==> config.mk <==
export PLATFORM = sky130hd
export DESIGN_NAME = rtc_i2c_regif
export DESIGN_NICKNAME = d
export VERILOG_FILES = /design/src/rtl/rtci2c_pkg.sv /design/src/rtl/rtci2c_linecond.sv /design/src/rtl/rtci2c_snapshot.sv /design/src/rtl/rtci2c_engine.sv /design/src/rtl/rtc_i2c_regif.sv
export SDC_FILE = /design/constraint.sdc
export NUM_CORES = 1
export LEC_CHECK = 0
export CELL_PAD_IN_SITES_DETAIL_PLACEMENT = 2
export CELL_PAD_IN_SITES_GLOBAL_PLACEMENT = 2
export CORE_UTILIZATION = 37
export DETAILED_ROUTE_END_ITERATION = 6
export PLACE_DENSITY_LB_ADDON = 0.1
export SYNTH_ARGS = -nofsm -noshare
export SYNTH_HDL_FRONTEND = slang
export SYNTH_SLANG_ARGS = --single-unit
==> constraint.sdc <==
create_clock -name clk -period 3.05 [get_ports clk]
set_input_delay 0.61 -clock clk [delete_from_list [all_inputs] [get_ports clk]]
set_output_delay 0.61 -clock clk [all_outputs]
set_load 0.02 [all_outputs]
==> src/rtl/rtci2c_pkg.sv <==
package rtci2c_pkg;
  typedef enum logic [2:0] {
    ST_IDLE, ST_RX, ST_ACK, ST_TX, ST_MACK
  } eng_st_t;

  typedef enum logic [1:0] {
    PH_HDR, PH_WADDR, PH_WDATA
  } rx_phase_t;

  // header compare: upper seven bits against the device address
  function automatic logic hdr_hit(input logic [7:0] b, input logic [6:0] dev);
    return b[7:1] == dev;
  endfunction

  // pointer step with natural wrap at the pointer width
  function automatic logic [5:0] ptr_step(input logic [5:0] p);
    return p + 6'd1;
  endfunction
endpackage

==> src/rtl/rtci2c_linecond.sv <==
module rtci2c_linecond (
  input  logic clk,
  input  logic rst_n,
  input  logic scl_i,
  input  logic sda_i,
  output logic scl_rise,
  output logic scl_fall,
  output logic start_evt,
  output logic stop_evt,
  output logic scl_hi_q
);
  logic sda_q;

  always_ff @(posedge clk or negedge rst_n) begin
    if (!rst_n) begin
      scl_hi_q <= 1'b1;
      sda_q    <= 1'b1;
    end else begin
      scl_hi_q <= scl_i;
      sda_q    <= sda_i;
    end
  end

  assign scl_rise  = !scl_hi_q && scl_i;
  assign scl_fall  = scl_hi_q && !scl_i;
  assign start_evt = scl_hi_q && scl_i && sda_q && !sda_i;
  assign stop_evt  = scl_hi_q && scl_i && !sda_q && sda_i;

  // a line event is never taken as two kinds at once
  a_r2_evt_onehot: assert property (@(posedge clk) disable iff (!rst_n)
    $onehot0({scl_rise, scl_fall, start_evt, stop_evt}));
endmodule

==> src/rtl/rtci2c_snapshot.sv <==
module rtci2c_snapshot #(
  parameter int SNAP_N = 7,
  parameter int DATA_W = 8,
  parameter int PTR_W  = 6
) (
  input  logic                     clk,
  input  logic                     rst_n,
  input  logic                     capture,
  input  logic [SNAP_N*DATA_W-1:0] time_i,
  input  logic [PTR_W-1:0]         sel,
  output logic [DATA_W-1:0]        sel_byte
);
  logic [DATA_W-1:0] snap [SNAP_N];

  for (genvar g = 0; g < SNAP_N; g++) begin : g_byte
    always_ff @(posedge clk or negedge rst_n) begin
      if (!rst_n)       snap[g] <= '0;
      else if (capture) snap[g] <= time_i[g*DATA_W +: DATA_W];
    end
  end

  always_comb begin
    sel_byte = '0;
    for (int i = 0; i < SNAP_N; i++)
      if (sel == PTR_W'(i)) sel_byte = snap[i];
  end

  // the held copy of a byte changes only on a capture
  a_r10_snap_hold: assert property (@(posedge clk) disable iff (!rst_n)
    !capture |=> $stable(snap[0]));
endmodule

==> src/rtl/rtci2c_engine.sv <==
module rtci2c_engine
  import rtci2c_pkg::*;
#(
  parameter logic [6:0] DEV_ADDR = 7'h68,
  parameter int PTR_W  = 6,
  parameter int DATA_W = 8,
  parameter int SNAP_N = 7
) (
  input  logic              clk,
  input  logic              rst_n,
  input  logic              pwr_fail,
  input  logic              scl_i,
  input  logic              sda_i,
  input  logic              scl_rise,
  input  logic              scl_fall,
  input  logic              start_evt,
  input  logic              stop_evt,
  input  logic              scl_hi_q,
  input  logic [DATA_W-1:0] snap_byte,
  input  logic [DATA_W-1:0] rf_rdata,
  output logic [PTR_W-1:0]  rf_addr,
  output logic              rf_we,
  output logic [DATA_W-1:0] rf_wdata,
  output logic              snap_capture,
  output logic              sda_oe
);
  localparam int CNT_W = $clog2(DATA_W + 1);
  localparam logic [CNT_W-1:0] CNT_FULL = CNT_W'(DATA_W);
  localparam logic [CNT_W-1:0] CNT_LAST = CNT_W'(DATA_W - 1);

  eng_st_t           st;
  rx_phase_t         ph;
  logic [CNT_W-1:0]  cnt;
  logic [DATA_W-1:0] sh;
  logic [DATA_W-1:0] tx;
  logic [PTR_W-1:0]  ptr;
  logic              rd;
  logic              mack;

  // named internal events
  logic bus_ok, byte_done, hdr_ok, fetch_sel_snap;
  logic [DATA_W-1:0] fetch;

  assign bus_ok         = !pwr_fail && !start_evt && !stop_evt;
  assign byte_done      = bus_ok && st == ST_RX && scl_fall && cnt == CNT_FULL;
  assign hdr_ok         = hdr_hit(sh, DEV_ADDR);
  assign fetch_sel_snap = ptr < PTR_W'(SNAP_N);
  assign fetch          = fetch_sel_snap ? snap_byte : rf_rdata;

  assign rf_addr      = ptr;
  assign rf_wdata     = sh;
  assign rf_we        = byte_done && ph == PH_WDATA;
  assign snap_capture = byte_done && ph == PH_HDR && hdr_ok && sh[0];
  assign sda_oe       = (st == ST_ACK) || (st == ST_TX && !tx[DATA_W-1]);

  always_ff @(posedge clk or negedge rst_n) begin
    if (!rst_n) begin
      st <= ST_IDLE; ph <= PH_HDR; cnt <= '0; sh <= '0; tx <= '0;
      ptr <= '0; rd <= 1'b0; mack <= 1'b0;
    end else if (pwr_fail) begin
      st <= ST_IDLE; ptr <= '0; cnt <= '0; rd <= 1'b0;
    end else if (start_evt) begin
      st <= ST_RX; ph <= PH_HDR; cnt <= '0; rd <= 1'b0;
    end else if (stop_evt) begin
      st <= ST_IDLE;
    end else begin
      unique case (st)
        ST_RX: begin
          if (scl_rise && cnt < CNT_FULL) begin
            sh  <= {sh[DATA_W-2:0], sda_i};
            cnt <= cnt + 1'b1;
          end else if (byte_done) begin
            unique case (ph)
              PH_HDR: begin
                if (hdr_ok) begin
                  rd <= sh[0];
                  st <= ST_ACK;
                end else begin
                  st <= ST_IDLE;
                end
              end
              PH_WADDR: begin
                ptr <= sh[PTR_W-1:0];
                st  <= ST_ACK;
              end
              default: begin
                ptr <= ptr_step(ptr);
                st  <= ST_ACK;
              end
            endcase
          end
        end
        ST_ACK: begin
          if (scl_fall) begin
            cnt <= '0;
            if (rd) begin
              tx  <= fetch;
              ptr <= ptr_step(ptr);
              st  <= ST_TX;
            end else begin
              st <= ST_RX;
              ph <= (ph == PH_HDR) ? PH_WADDR : PH_WDATA;
            end
          end
        end
        ST_TX: begin
          if (scl_fall) begin
            tx  <= {tx[DATA_W-2:0], 1'b1};
            cnt <= cnt + 1'b1;
            if (cnt == CNT_LAST) st <= ST_MACK;
          end
        end
        ST_MACK: begin
          if (scl_rise) mack <= !sda_i;
          else if (scl_fall) begin
            if (mack) begin
              tx  <= fetch;
              ptr <= ptr_step(ptr);
              cnt <= '0;
              st  <= ST_TX;
            end else begin
              st <= ST_IDLE;
            end
          end
        end
        default: ;
      endcase
    end
  end

  // power fail leaves the pointer at zero and the line released
  a_r9_pf_clears: assert property (@(posedge clk) disable iff (!rst_n)
    pwr_fail |=> (ptr == '0 && !sda_oe));

  // every register write advances the pointer by one
  a_r3_write_steps_ptr: assert property (@(posedge clk) disable iff (!rst_n)
    rf_we |=> ptr == PTR_W'($past(ptr) + 1'b1));

  // the slave never moves SDA while SCL stays high
  a_r7_sda_steady_high: assert property (@(posedge clk) disable iff (!rst_n)
    (scl_i && scl_hi_q && !pwr_fail && !$past(pwr_fail) && !start_evt)
      |-> $stable(sda_oe));

  // an unacknowledged byte ends transmission with SDA released
  a_r8_nack_release: assert property (@(posedge clk) disable iff (!rst_n)
    (st == ST_MACK && scl_fall && !mack && bus_ok) |=> !sda_oe);

  // a STOP leaves SDA released
  a_r2_stop_release: assert property (@(posedge clk) disable iff (!rst_n)
    (stop_evt && !pwr_fail) |=> !sda_oe);
endmodule

==> src/rtl/rtc_i2c_regif.sv <==
module rtc_i2c_regif #(
  parameter logic [6:0] DEV_ADDR = 7'h68,
  parameter int PTR_W  = 6,
  parameter int DATA_W = 8,
  parameter int SNAP_N = 7
) (
  input  logic                     clk,
  input  logic                     rst_n,
  input  logic                     scl_i,
  input  logic                     sda_i,
  output logic                     sda_oe,
  input  logic                     pwr_fail,
  input  logic [SNAP_N*DATA_W-1:0] time_i,
  output logic [PTR_W-1:0]         rf_addr,
  output logic                     rf_we,
  output logic [DATA_W-1:0]        rf_wdata,
  input  logic [DATA_W-1:0]        rf_rdata
);
  logic scl_rise, scl_fall, start_evt, stop_evt, scl_hi_q;
  logic snap_capture;
  logic [DATA_W-1:0] snap_byte;

  rtci2c_linecond u_cond (
    .clk(clk), .rst_n(rst_n), .scl_i(scl_i), .sda_i(sda_i),
    .scl_rise(scl_rise), .scl_fall(scl_fall),
    .start_evt(start_evt), .stop_evt(stop_evt), .scl_hi_q(scl_hi_q)
  );

  rtci2c_snapshot #(.SNAP_N(SNAP_N), .DATA_W(DATA_W), .PTR_W(PTR_W)) u_snap (
    .clk(clk), .rst_n(rst_n), .capture(snap_capture), .time_i(time_i),
    .sel(rf_addr), .sel_byte(snap_byte)
  );

  rtci2c_engine #(
    .DEV_ADDR(DEV_ADDR), .PTR_W(PTR_W), .DATA_W(DATA_W), .SNAP_N(SNAP_N)
  ) u_eng (
    .clk(clk), .rst_n(rst_n), .pwr_fail(pwr_fail), .scl_i(scl_i), .sda_i(sda_i),
    .scl_rise(scl_rise), .scl_fall(scl_fall), .start_evt(start_evt),
    .stop_evt(stop_evt), .scl_hi_q(scl_hi_q), .snap_byte(snap_byte),
    .rf_rdata(rf_rdata), .rf_addr(rf_addr), .rf_we(rf_we),
    .rf_wdata(rf_wdata), .snap_capture(snap_capture), .sda_oe(sda_oe)
  );
endmodule

# [After elaboration in Yosys (flattened, before gate mapping)]
# Cells that the tools add are included.
[totals] regBits=91 out_inout_bits=16 wordCells=185
[classes] addsub=2 magnitude_cmp=2 eq_ne=48 muxes=66 n_bitwise=3 n_reduce_logical=47
[op_table] cell="8-bit 2-to-1 mux" n=14
[op_table] cell="6-bit 2-to-1 mux" n=10
[op_table] cell="4-bit 2-to-1 mux" n=9
[op_table] cell="3-bit 2-to-1 mux" n=10
[op_table] cell="8-bit one-hot mux with 3 select lines" n=1
[op_table] cell="3-bit by 2-bit inequality test with 1-bit output, second input constant" n=7
[op_table] cell="2-bit 2-to-1 mux" n=10
[op_table] cell="5-bit by 2-bit inequality test with 1-bit output, second input constant" n=4
[op_table] cell="6-bit by 3-bit == test with 1-bit output, second input constant" n=3
[op_table] cell="1-bit logical AND" n=18
[op_table] cell="6-bit one-hot mux with 3 select lines" n=1
[op_table] cell="4-bit by 2-bit inequality test with 1-bit output, second input constant" n=4
[op_table] cell="4-bit one-hot mux with 4 select lines" n=1
[op_table] cell="8-bit AND reduction" n=2
[op_table] cell="5-bit AND reduction" n=3
[op_table] cell="3-bit nonzero test" n=5
[op_table] cell="2-bit by 1-bit inequality test with 1-bit output, second input constant" n=7
[op_table] cell="6-bit by 2-bit == test with 1-bit output, second input constant" n=2
[op_table] cell="3-bit one-hot mux with 4 select lines" n=1
[op_table] cell="6-bit one-hot mux with 2 select lines" n=1
[op_table] cell="11-bit AND reduction" n=1
[op_table] cell="5-bit by 3-bit inequality test with 1-bit output, second input constant" n=2
[op_table] cell="10-bit AND reduction" n=1
[op_table] cell="3-bit inequality test, second input constant" n=3
[op_table] cell="other kinds (28)" n=48

# [Depth between registers and ports, before layout]
[depth] ltp_word=15 ltp_mapped=9 depth_no_buf=7

# [Cells and area by module]
# From an unflattened synthesis, not the netlist that was laid out.
[hier_totals] cells_unflattened=403 area_unflattened_um2=4902.2
[modules_own_cells] module="rtci2c_snapshot" instances=1 cells_per_inst=170 area_per_inst_um2=2578.7
[modules_own_cells] module="rtci2c_engine" instances=1 cells_per_inst=227 area_per_inst_um2=2238.4
[modules_own_cells] module="rtci2c_linecond" instances=1 cells_per_inst=6 area_per_inst_um2=85.1

# [Least setup slack after synthesis]
# No wires, ideal clock.
[synth_timing] path_type="flip-flop to flip-flop" startpoint="register u_eng.ptr[1], in the netlist u_eng.rf_addr[1]" endpoint="register u_eng.tx[2]" arrival_ns=2.038 required_ns=2.984 setup_slack_ns=0.947 stages_incl_launch_ff=10 path_buffers=2 period_less_slack_ns=2.103 path_cell_list="dfrtp_1 inv_1 ha_1 buf_2 nor2b_1 buf_2 a22oi_1 a21o_1 o31ai_1 a22o_1"
[synth_via] elab_chain_cells=13
[synth_lines] element="from (decl)" line="rtci2c_engine.sv:36" text="logic [PTR_W-1:0] ptr;"
[synth_lines] element="from (signal assigned)" line="rtci2c_engine.sv:83" text="ptr <= sh[PTR_W-1:0];"
[synth_lines] element="from (signal assigned)" line="rtci2c_engine.sv:87" text="ptr <= ptr_step(ptr);"
[synth_lines] element="from (signal assigned)" line="rtci2c_engine.sv:98" text="ptr <= ptr_step(ptr);"
[synth_lines] element="6-bit logical NOT" line="rtci2c_snapshot.sv:25" text="if (sel == PTR_W'(i)) sel_byte = snap[i];"
[synth_lines] element="8-bit 2-to-1 mux (7 in series)" line="rtci2c_snapshot.sv:25"
[synth_lines] element="8-bit 2-to-1 mux (*)" line="rtci2c_engine.sv:48" text="assign fetch = fetch_sel_snap ? snap_byte : rf_rdata;"
[synth_lines] element="8-bit 2-to-1 mux" line="rtci2c_engine.sv:116" text="if (mack) begin"
[synth_lines] element="8-bit 2-to-1 mux" line="rtci2c_engine.sv:115" text="else if (scl_fall) begin"
[synth_lines] element="8-bit 2-to-1 mux" line="rtci2c_engine.sv:114" text="if (scl_rise) mack <= !sda_i;"
[synth_lines] element="8-bit one-hot mux with 3 select lines (*)" line="rtci2c_engine.sv:67" text="unique case (st)"
[synth_lines] element="to (signal assigned)" line="rtci2c_engine.sv:97" text="tx <= fetch;"
[synth_lines] element="to (signal assigned)" line="rtci2c_engine.sv:108" text="tx <= {tx[DATA_W-2:0], 1'b1};"
[synth_lines] element="to (signal assigned)" line="rtci2c_engine.sv:117" text="tx <= fetch;"
[synth_lines] element="to (decl)" line="rtci2c_engine.sv:35" text="logic [DATA_W-1:0] tx;"
# Mark *: on every way between the ends. The rest lies on a longest branch, timed or not. The select of a mux whose other input is x is not followed.
# A chain may end at the register's enable or synchronous reset.

# [Worst setup path in the final report]
[layout_timing] startpoint="register u_eng.cnt[0]" endpoint="output rf_we"
[layout_via] elab_chain_cells=3
[layout_lines] element="from (decl)" line="rtci2c_engine.sv:33" text="logic [CNT_W-1:0] cnt;"
[layout_lines] element="from (signal assigned)" line="rtci2c_engine.sv:71" text="cnt <= cnt + 1'b1;"
[layout_lines] element="from (signal assigned)" line="rtci2c_engine.sv:109" text="cnt <= cnt + 1'b1;"
[layout_lines] element="4-bit == test" line="rtci2c_engine.sv:45" text="assign byte_done = bus_ok && st == ST_RX && scl_fall && cnt == CNT_FULL;"
[layout_lines] element="1-bit logical AND" line="rtci2c_engine.sv:45"
[layout_lines] element="1-bit logical AND" line="rtci2c_engine.sv:52" text="assign rf_we = byte_done && ph == PH_WDATA;"
[layout_lines] element="to (decl)" line="rtc_i2c_regif.sv:15" text="output logic rf_we,"
# Every way passes these cells.

==> flow_metrics.tcl <==
set metrics [dict create \
    max_slew.worst_pin.slew_ps 799 \
    cp_max_fo 3 \
    antennaDiodeCount 0 \
    cts_sinks 91 \
    final_common_cell "dfrtp_1" \
    via_per_inst 5.57 \
    slew_viol_final 0 \
    maxCapViolations 0 \
    grt_pass1_vias 4198 \
    dp_hpwl_um 10100 \
    core_um2 12700 \
    maxSlewHeadroom_pct 46.7 \
    routedWlPerCell_um 21.0 \
    status "completed" \
    antenna_found_initial 0 \
    path_clk_slew_ps 70 \
    cp.arrival_ps 2220 \
    finalSetupViolCount 0 \
    vdd_drop_max_v 0.000349 \
    die_h_um 116 \
    end_kind "primary output" \
    grt.total_usage_pct 23.2 \
    post_cts_resize_count 0 \
    num_vias 3796 \
    top_layer "met4" \
    finalWorstPathRequiredPeriod_ps 2830 \
    finalHoldViolCount 0 \
    initial_utilization_pct 38.0 \
    worstPathRequired_ps 2440 \
    drtAntennaViolNets 0 \
    synthesis.nets 497 \
    cts_made_buffers 9 \
    drive_above_1_share_pct 21.0 \
    syn_inst 422 \
    first_pass_iters 4 \
    grt_max_degree 58 \
    dr_wl_met3_um 538 \
    final_cell_mix "dfrtp_1 (89), clkdlybuf4s50_1 (83), mux2_2 (36)" \
    async_flop_share_pct 100 \
    syn_area_um2 4810 \
    clk_latency_ps 350 \
    worstSetupStartpointType "flip-flop" \
    hold_buffers 0 \
    avgSynthCellArea_um2 11.4 \
    io_buffers 84 \
    cts_root_buffer "clkbuf_16" \
    syn2layout_area_growth_pct 28.1 \
    synth_edf_count 0 \
    synth-seq-cells 91 \
    placed_cell_area_um2 5840 \
    htree_num_levels 3 \
    r2r_slack_ps 480 \
    routed-wl-met2_um 7280 \
    dieArea_um2 13500 \
    rsz0062_at_grt "false" \
    tns_ps 0 \
    p_leak_nw 2.84 \
    ios 85 \
    drtIter0Drc 107 \
    power_density_nw_per_um2 426 \
    max_freq_ghz 0.354 \
    synth_ff_type "dfrtp_1" \
    worstSetupPathType "flip-flop to primary output" \
    num_rows 41 \
    final_area_um2 6160 \
    postCtsSetupBuffers 0 \
    hold_path_class "primary input to async pin" \
    die_w_um 116 \
    drc 0 \
    wirelength_um 14300 \
    cts_tree "yes" \
    nets 580 \
    yosys_warnings 0 \
    synth_seq_area_share_pct 47.4 \
    clockBufferDepth 2 \
    m1WireLength_um 6280 \
    skew_ps 11.0 \
    routabilityCongestion 0.829 \
    grt_pass1_wl_um 23200 \
    grt_overflow_total 0 \
    yosysUniqueCellTypes 60 \
    timing.final.crit_share_pct 92.7 \
]
==> layer usage <==
layer	track usage, %	up-vias
met5	0	-
met4	6.67	0
met3	5.60	19
met2	39.4	86
met1	29.3	1971
li1	-	1720
==> kinds of logic (layout without fill, tap and decap cells) <==
kind of cell | count (synthesis) | in the layout | share of synthesized area (%)
AOI/OAI and AO/OA | 108 | 108 | 15.8
buffers and inverters | 41 | 129 | 4.24
muxes | 71 | 71 | 18.7
and+or+nand+nor | 103 | 103 | 11.9
adders and majority gates | 6 | 6 | 1.56
xor gates and xnor gates | 2 | 2 | 0.364
DFF | 91 | 91 | 47.4
==> layout make-up <==
class	count	area [um^2]
clock inverter	7	98.8
sequential	91	2280
multi-input combinational	290	2330
inverter	17	63.8
tap	172	215
clock buffer	9	225
fill	1313	6510
timing repair buffer	96	953
==> flip-flops by register name, indices dropped and copies added (netlist names) <==
name	cells
u_cond.scl_hi_q	1
u_cond.sda_q	1
u_eng.cnt	4
u_eng.mack	1
u_eng.ph	2
u_eng.rd	1
u_eng.rf_addr	6
u_eng.rf_wdata	8
u_eng.st	3
u_eng.tx	8
u_snap.snap	56
==> worst max-delay path: stages (launching register included) <==
cell	delay, ps
dfrtp_1	390
inv_1	100
ha_1	210
nand4bb_4	150
nor2_2	150
nand2_1	100
nor3_1	140
clkdlybuf4s50_1	630
==> metrics by stage <==
| stage | cells | power [mW] | hold WS, ps | worst slack, ps | util (%) |
|---|---|---|---|---|---|
| 4_1_cts | 682 | 2.67 | 245 | 165 | 48.7 |
| 5_1_grt | 682 | 2.71 | 252 | 73.2 | 48.7 |
| 3_5_place_dp | 666 | 1.42 | 493 | 250 | 46.1 |
| 3_3_place_gp | 666 | 1.42 | 485 | 264 | 46.1 |
| 2_1_floorplan | 422 | 1.27 | 314 | 947 | - |
| 6_report | 682 | 2.63 | 226 | 224 | 48.7 |
==> power by group <==
part | internal (mW) | switching [mW]
registers | 1.21 | 0.00906
logic | 0.0995 | 0.0716
clock network | 0.724 | 0.507
==> Yosys cell counts (2+ instances only) <==
master    instances  share of area [%]
o21bai_1          2               0.31
and3_1            5               0.65
nor4_1            3               0.39
nor3_1            8               0.83
a211oi_1          4               0.62
mux2_4           29                9.0
o221ai_1          2               0.36
clkbuf_1         11               0.86
nand2_1          14                1.1
nor2_1           31                2.4
a21o_1            7                1.1
ha_1              6                1.6
a31o_2            3               0.55
mux2_2           36                8.4
a31oi_1           2               0.26
buf_6             5                1.2
a32o_1            2               0.42
a221o_1           6                1.2
o311ai_0          2               0.36
and2_1            2               0.26
nand2b_1          5               0.65
or2_2             2               0.26
a221oi_1          8                1.5
nor3b_1           4               0.62
mux2i_1           6                1.2
or3_1             2               0.26
o31ai_1           7                1.1
inv_1            17                1.3
dfrtp_1          89                 46
dfstp_2           2                1.1
nand3_1           4               0.42
a22o_1            6                1.1
nor2b_1          12                1.6
a21oi_1          29                3.0
o21ai_0          12                1.2
buf_2             7               0.73
a22oi_1           7                1.1
==> path summary, 6_finish.rpt <==
check	depth (start not counted)	startpoint	to
min in group clk	1	u_snap.snap[39]	u_snap.snap[39]
worst min register to register	1	u_snap.snap[39]	u_snap.snap[39]
worst max-delay path	7	u_eng.cnt[0]	rf_we
worst max register to register	7	u_eng.rf_addr[0]	u_eng.tx[0]
max in group asynchronous	2	rst_n	u_eng.tx[4]
worst min-delay path	1	rst_n	u_eng.cnt[3]
Power figures use the tool's default switching activity.
